--- src/rtl/uwg_pkg.sv ---
// Package: shared widths and helpers for the unique-word packet gate.
// Assumes: the counter width is derived from the packet length by the caller.
package uwg_pkg;
    localparam int UW_W = 16;
    typedef logic [UW_W-1:0] uword_t;

    // Width needed to hold values 0..max_val inclusive.
    function automatic int cnt_width(input int max_val);
        return (max_val < 2) ? 1 : $clog2(max_val + 1);
    endfunction
endpackage

--- src/rtl/uwg_search.sv ---
// Module: uwg_search
// Keeps the last UW_W sampled bits and flags when they equal the sync word.
// Assumes: gate_open comes from the window counter; the register is
// held at zero while a packet is forwarded.
module uwg_search
    import uwg_pkg::*;
#(
    parameter uword_t SYNC = 16'hF0F0
) (
    input  logic clk,
    input  logic rst_n,
    input  logic bit_in,
    input  logic gate_open,
    output logic match
);
    uword_t window_q;

    // Shift register: cleared on reset or while the gate is open, else shifts at bit 0.
    always_ff @(posedge clk) begin
        if (!rst_n)
            window_q <= '0;
        else if (gate_open)
            window_q <= '0;
        else
            window_q <= {window_q[UW_W-2:0], bit_in};
    end

    // Full-width comparison against the configured word.
    assign match = (window_q == SYNC);

    // an open cycle leaves the search register empty.
    a_r4_cleared_while_open: assert property (@(posedge clk) disable iff (!rst_n)
        gate_open |=> (window_q == '0));

    // a closed cycle shifts the sampled bit into bit 0.
    a_r2_shift_lsb: assert property (@(posedge clk) disable iff (!rst_n)
        !gate_open |=> (window_q[0] == $past(bit_in)));
endmodule

--- src/rtl/uwg_window.sv ---
// Module: uwg_window
// Opens the gate on a match and counts forwarded cycles until the length is reached.
// Assumes: PKT_LEN >= 1; CNT_W is wide enough for PKT_LEN+1.
module uwg_window #(
    parameter int PKT_LEN = 1064,
    parameter int CNT_W   = 11
) (
    input  logic clk,
    input  logic rst_n,
    input  logic match,
    output logic gate_open,
    output logic fwd_en,
    output logic last
);
    localparam logic [CNT_W-1:0] LEN_C = CNT_W'(PKT_LEN);
    localparam logic [CNT_W-1:0] ONE_C = CNT_W'(1);

    logic             open_q;
    logic [CNT_W-1:0] cnt_q;

    // Gate flag: set on match or held, until the count reaches the length.
    always_ff @(posedge clk) begin
        if (!rst_n)
            open_q <= 1'b0;
        else
            open_q <= (match || open_q) && (cnt_q < LEN_C);
    end

    // Cycle counter: increments while open, zero otherwise.
    always_ff @(posedge clk) begin
        if (!rst_n)
            cnt_q <= '0;
        else if (open_q)
            cnt_q <= cnt_q + ONE_C;
        else
            cnt_q <= '0;
    end

    assign gate_open = open_q;
    assign fwd_en    = open_q && (cnt_q <= LEN_C);
    assign last      = open_q && (cnt_q >= LEN_C);

    // the count never passes the length while open.
    a_r5_cnt_bounded: assert property (@(posedge clk) disable iff (!rst_n)
        open_q |-> (cnt_q <= LEN_C));

    // a closed cycle leaves the count at zero.
    a_r5_cnt_zero_after_idle: assert property (@(posedge clk) disable iff (!rst_n)
        !open_q |=> (cnt_q == '0));

    // the gate stays open until its last cycle.
    a_r3_open_until_last: assert property (@(posedge clk) disable iff (!rst_n)
        (open_q && !last) |=> open_q);

    // the last cycle closes the gate.
    a_r7_last_closes: assert property (@(posedge clk) disable iff (!rst_n)
        last |=> !open_q);
endmodule

--- src/rtl/uwg_outreg.sv ---
// Module: uwg_outreg
// Registers the forwarded bit and holds it when forwarding is disabled.
// Assumes: fwd_en is only high during open gate cycles.
module uwg_outreg (
    input  logic clk,
    input  logic rst_n,
    input  logic bit_in,
    input  logic fwd_en,
    output logic bit_out
);
    logic out_q;

    // Output flop: loads the input when forwarding, else holds.
    always_ff @(posedge clk) begin
        if (!rst_n)
            out_q <= 1'b0;
        else if (fwd_en)
            out_q <= bit_in;
    end

    assign bit_out = out_q;

    // no forwarding means the output is unchanged.
    a_r6_hold_when_idle: assert property (@(posedge clk) disable iff (!rst_n)
        !fwd_en |=> $stable(out_q));

    // forwarding copies the sampled bit.
    a_r3_forward_bit: assert property (@(posedge clk) disable iff (!rst_n)
        fwd_en |=> (out_q == $past(bit_in)));
endmodule

--- src/rtl/uw_packet_gate.sv ---
// Module: uw_packet_gate (top)
// Serial front end: searches for a 16-bit sync word, then forwards a counted
// packet of PKT_LEN+1 bits to a registered output and returns to search.
// Assumes: one valid bit per clock on ser_in; UNIQUE_WORD is non-zero.
module uw_packet_gate
    import uwg_pkg::*;
#(
    parameter uword_t UNIQUE_WORD = 16'hF0F0,
    parameter int     PKT_LEN     = 1064
) (
    input  logic clk,
    input  logic rst_n,
    input  logic ser_in,
    output logic ser_out,
    output logic gate_open,
    output logic pkt_last
);
    localparam int CNT_W = cnt_width(PKT_LEN + 1);

    logic match;
    logic open_w;
    logic fwd_w;
    logic last_w;

    uwg_search #(.SYNC(UNIQUE_WORD)) u_search (
        .clk       (clk),
        .rst_n     (rst_n),
        .bit_in    (ser_in),
        .gate_open (open_w),
        .match     (match)
    );

    uwg_window #(.PKT_LEN(PKT_LEN), .CNT_W(CNT_W)) u_window (
        .clk       (clk),
        .rst_n     (rst_n),
        .match     (match),
        .gate_open (open_w),
        .fwd_en    (fwd_w),
        .last      (last_w)
    );

    uwg_outreg u_out (
        .clk     (clk),
        .rst_n   (rst_n),
        .bit_in  (ser_in),
        .fwd_en  (fwd_w),
        .bit_out (ser_out)
    );

    assign gate_open = open_w;
    assign pkt_last  = last_w;

    // a match seen with the gate closed opens it on the next cycle.
    a_r2_open_after_match: assert property (@(posedge clk) disable iff (!rst_n)
        (match && !open_w) |=> open_w);

    // the last-cycle marker only appears while the gate is open.
    a_r7_last_inside_gate: assert property (@(posedge clk) disable iff (!rst_n)
        pkt_last |-> gate_open);
endmodule

--- config.mk ---
export PLATFORM = sky130hd
export DESIGN_NAME = uw_packet_gate
export DESIGN_NICKNAME = d
export VERILOG_FILES = /design/src/rtl/uwg_pkg.sv /design/src/rtl/uwg_search.sv /design/src/rtl/uwg_window.sv /design/src/rtl/uwg_outreg.sv /design/src/rtl/uw_packet_gate.sv
export SDC_FILE = /design/constraint.sdc
export NUM_CORES = 1
export LEC_CHECK = 0
export BUFFER_PORTS_ARGS = -buffer_cell sky130_fd_sc_hd__buf_2
export CAP_MARGIN = 15
export CORE_MARGIN = 2
export CORE_UTILIZATION = 54
export DETAILED_ROUTE_END_ITERATION = 8
export PLACE_DENSITY = 0.7
export SLEW_MARGIN = 30
export SYNTH_ARGS = -nofsm -noshare
export SYNTH_HDL_FRONTEND = slang
export SYNTH_SLANG_ARGS = --single-unit
--- constraint.sdc ---
create_clock -name clk -period 2.7 [get_ports clk]
set_clock_uncertainty 0.2 [all_clocks]
set_input_delay 0.54 -clock clk [delete_from_list [all_inputs] [get_ports clk]]
set_output_delay 0.54 -clock clk [all_outputs]
set_load 0.005 [all_outputs]
==> flow_summary.ini <==
[run_status]
status = finished clean

[route]
m1WireLength_microns = 914
route.detailed.drc = 0
postRouteAntennaNets = 0
initialDrtViolationCount = 9
drt-wirelength-per-cell_microns = 12.7
wl_met2_microns = 796
wl_mm = 1.81
met3WireLength_microns = 63
top_layer = met4
vias = 766
first_pass_iters = 5
viasPerCell = 5.39

[power]
switchingPower_mw = 0.149
p_seq_share_pct = 63.3
p_per_area_nw_per_um2 = 592
clock_power_share_pct = 35.6
vdd.ir_drop.worst_uv = 400
power_leakage_nw = 0.478
intPower_mw = 0.531
combPwrFrac_pct = 1.1
p_sw_share_pct = 21.9

[floorplanning]
initial_core_util_pct = 59.1
dieArea_sq_um = 2320
io_pins = 6
die_w_microns = 48.2
num_rows = 15
fp.coreArea_sq_um = 1780
die_y_microns = 48.2

[cells_and_area]
synthToLayoutAreaGrowth_pct = 9.14
fill_cells = 166
final_net_count = 121
layout-drive-gt1-share_pct = 12.8
final_cell_area_sq_um = 1150
antenna_cells = 0

[synth]
synth_top_area_share_pct = 55.1
synth-warning-count = 0
yosysSeqAreaShare_pct = 55.1
yosysMostFrequentCell = dfxtp_1
synth_area_leaders = dfxtp_1 55%, and3_1 11%, xnor2_1 4.2%
ys.flop_type = dfxtp_1
synth_edf_count = 0
synth_largest_area_cell = dfxtp_1
synthArstFlopShare_pct = 0
avgSynthCellArea_sq_um = 9.85
synth_seq_cells = 29
synth_area_sq_um = 1050
syn_inst = 107
syn-num-nets = 112
ys_top_cells_by_count = 29 x dfxtp_1, 18 x and3_1, 9 x nor2_1
synth_cell_types = 24

[grt]
grt_start_max_net_pins = 22
antenna_found_initial = 0
grt_use_total_pct = 18.5
grt_first_pass_wirelength_mm = 2.86
grt_pass1_vias = 672
grt-ovfl-total = 0

[setup_path]
critPathLaunchType = flip-flop
endpoint_kind = primary output
worstSetupPathType = reg2out
critPathMaxFanout = 4
crit_required_ps = 1960
arrival_ps = 1500

[clock_network]
root_buffer = clkbuf_4
numCtsBuffers = 5
htreeDepth = 2
clockBufferDepth = 2
tritoncts = built
clk_pin_slew_ps = 90
cts_hold_buffers = 0
clkSinkCount = 29
clk_latency_ps = 320
post_cts_buffers = 0
ctsResizeCount = 0

[worst_hold_path]
min_path_type = in2reg

[sta]
post-route-period-util_pct = 83.1
finalHoldViolCount = 0
setup_viol = 0
max_slew_margin_pct = 74.0
clock.fmax_mhz = 446
fin_crit_ps = 2240
final_max_slew_viol_count = 0
rsz0062_at_grt = no
fin_setup_tns_ps = 0
worst_pin_slew_ps = 389

[placed_design]
hpwl_mm = 1.22
port_buffers = 5
placedInstanceArea_sq_um = 1100
gp_congestion = 0.805

[run]
maxCapViolCount = 0
-- flip-flops by register name, indices dropped and copies added, names as in the netlist --
register,cells
u_search.window_q,16
u_window.cnt_q,11
u_out.bit_out,1
u_window.gate_open,1
-- per-layer routing --
layer,global-route usage (%),vias up
met1,23.8,359
met4,9.73,0
met3,6.67,4
met2,27.1,14
met5,0,-
li1,-,389
-- kinds of logic after synthesis --
| kind of cell | count (synthesis) | share of synthesized area, % |
|---|---|---|
| AOI/OAI and AO/OA | 8 | 4.39 |
| xor gates and xnor gates | 7 | 5.82 |
| adders and majority gates | 2 | 2.37 |
| buffers and inverters | 9 | 3.21 |
| DFF | 29 | 55.1 |
| muxes | 1 | 0.950 |
| and+or+nand+nor | 51 | 28.1 |
-- stage by stage --
step | worst slack (ps) | utilization [%] | std cells | hold WS [ps] | power (mW)
6_report | 456 | 64.5 | 142 | 259 | 0.680
5_1_grt | 369 | 64.5 | 142 | 264 | 0.703
4_1_cts | 466 | 64.5 | 142 | 257 | 0.684
3_5_place_dp | 823 | 61.6 | 134 | 261 | 0.448
3_3_place_gp | 882 | 61.6 | 134 | 241 | 0.448
2_1_floorplan | 1030 | - | 107 | 240 | 0.445
-- cell type report --
class / count / area, sq um / area share (%)
Sequential cell: 29 / 581 / 50.5
Multi-Input combinational cell: 69 / 439 / 38.2
Clock buffer: 6 / 41.3 / 3.59
Tap cell: 25 / 31.3 / 2.72
Timing Repair Buffer: 5 / 25.0 / 2.18
Inverter: 6 / 22.5 / 1.96
Clock inverter: 2 / 10.0 / 0.871
-- placed cells by master, fill, tap and decap left out --
cell	Yosys	routed
dfxtp_1	29	29
and3_1	18	18
nor2_1	9	9
nand2_1	8	8
inv_1	6	6
xnor2_1	5	5
clkbuf_4	0	5
buf_2	0	5
o21ai_0	3	3
nor3_1	3	3
nand3_1	2	2
nand3_2	2	2
or3_1	2	2
a21oi_1	2	2
xor2_1	2	2
nor4b_1	2	2
and4b_1	2	2
ha_1	2	2
clkinv_2	0	2
nor4_1	1	1
a31oi_1	1	1
o22ai_1	1	1
mux2i_1	1	1
nor4_2	1	1
nand4_1	1	1
a221oi_1	1	1
clkbuf_1	3	1
-- worst max-delay path: stages, from the launching register on --
cell and delay (ps):
dfxtp_1 350, nor4_1 400, nand2_1 130, and3_1 190, buf_2 120
-- worst paths after layout --
check                                     from                              end  slack [ps]  cells past startpoint
setup / recovery  u_window.cnt_q[7]$_SDFF_PN0_                         pkt_last         460                      4
hold / removal                          ser_in  u_search.window_q[0]$_SDFF_PP0_         260                      2
setup reg to reg  u_window.cnt_q[0]$_SDFF_PN0_     u_window.cnt_q[6]$_SDFF_PN0_        1190                      4
hold reg to reg     u_out.bit_out$_SDFFE_PN0P_       u_out.bit_out$_SDFFE_PN0P_         270                      2
-- power by group through the flow --
stage                     clock network, mW  registers (mW)  logic, mW
after floorplan                           0           0.440    0.00489
after global placement                    0           0.441    0.00721
after global routing                  0.263           0.431    0.00835
after CTS                             0.246           0.431    0.00725
after detailed placement                  0           0.441    0.00728
final                                 0.242           0.431    0.00732
(Power assumes the default switching activity.)
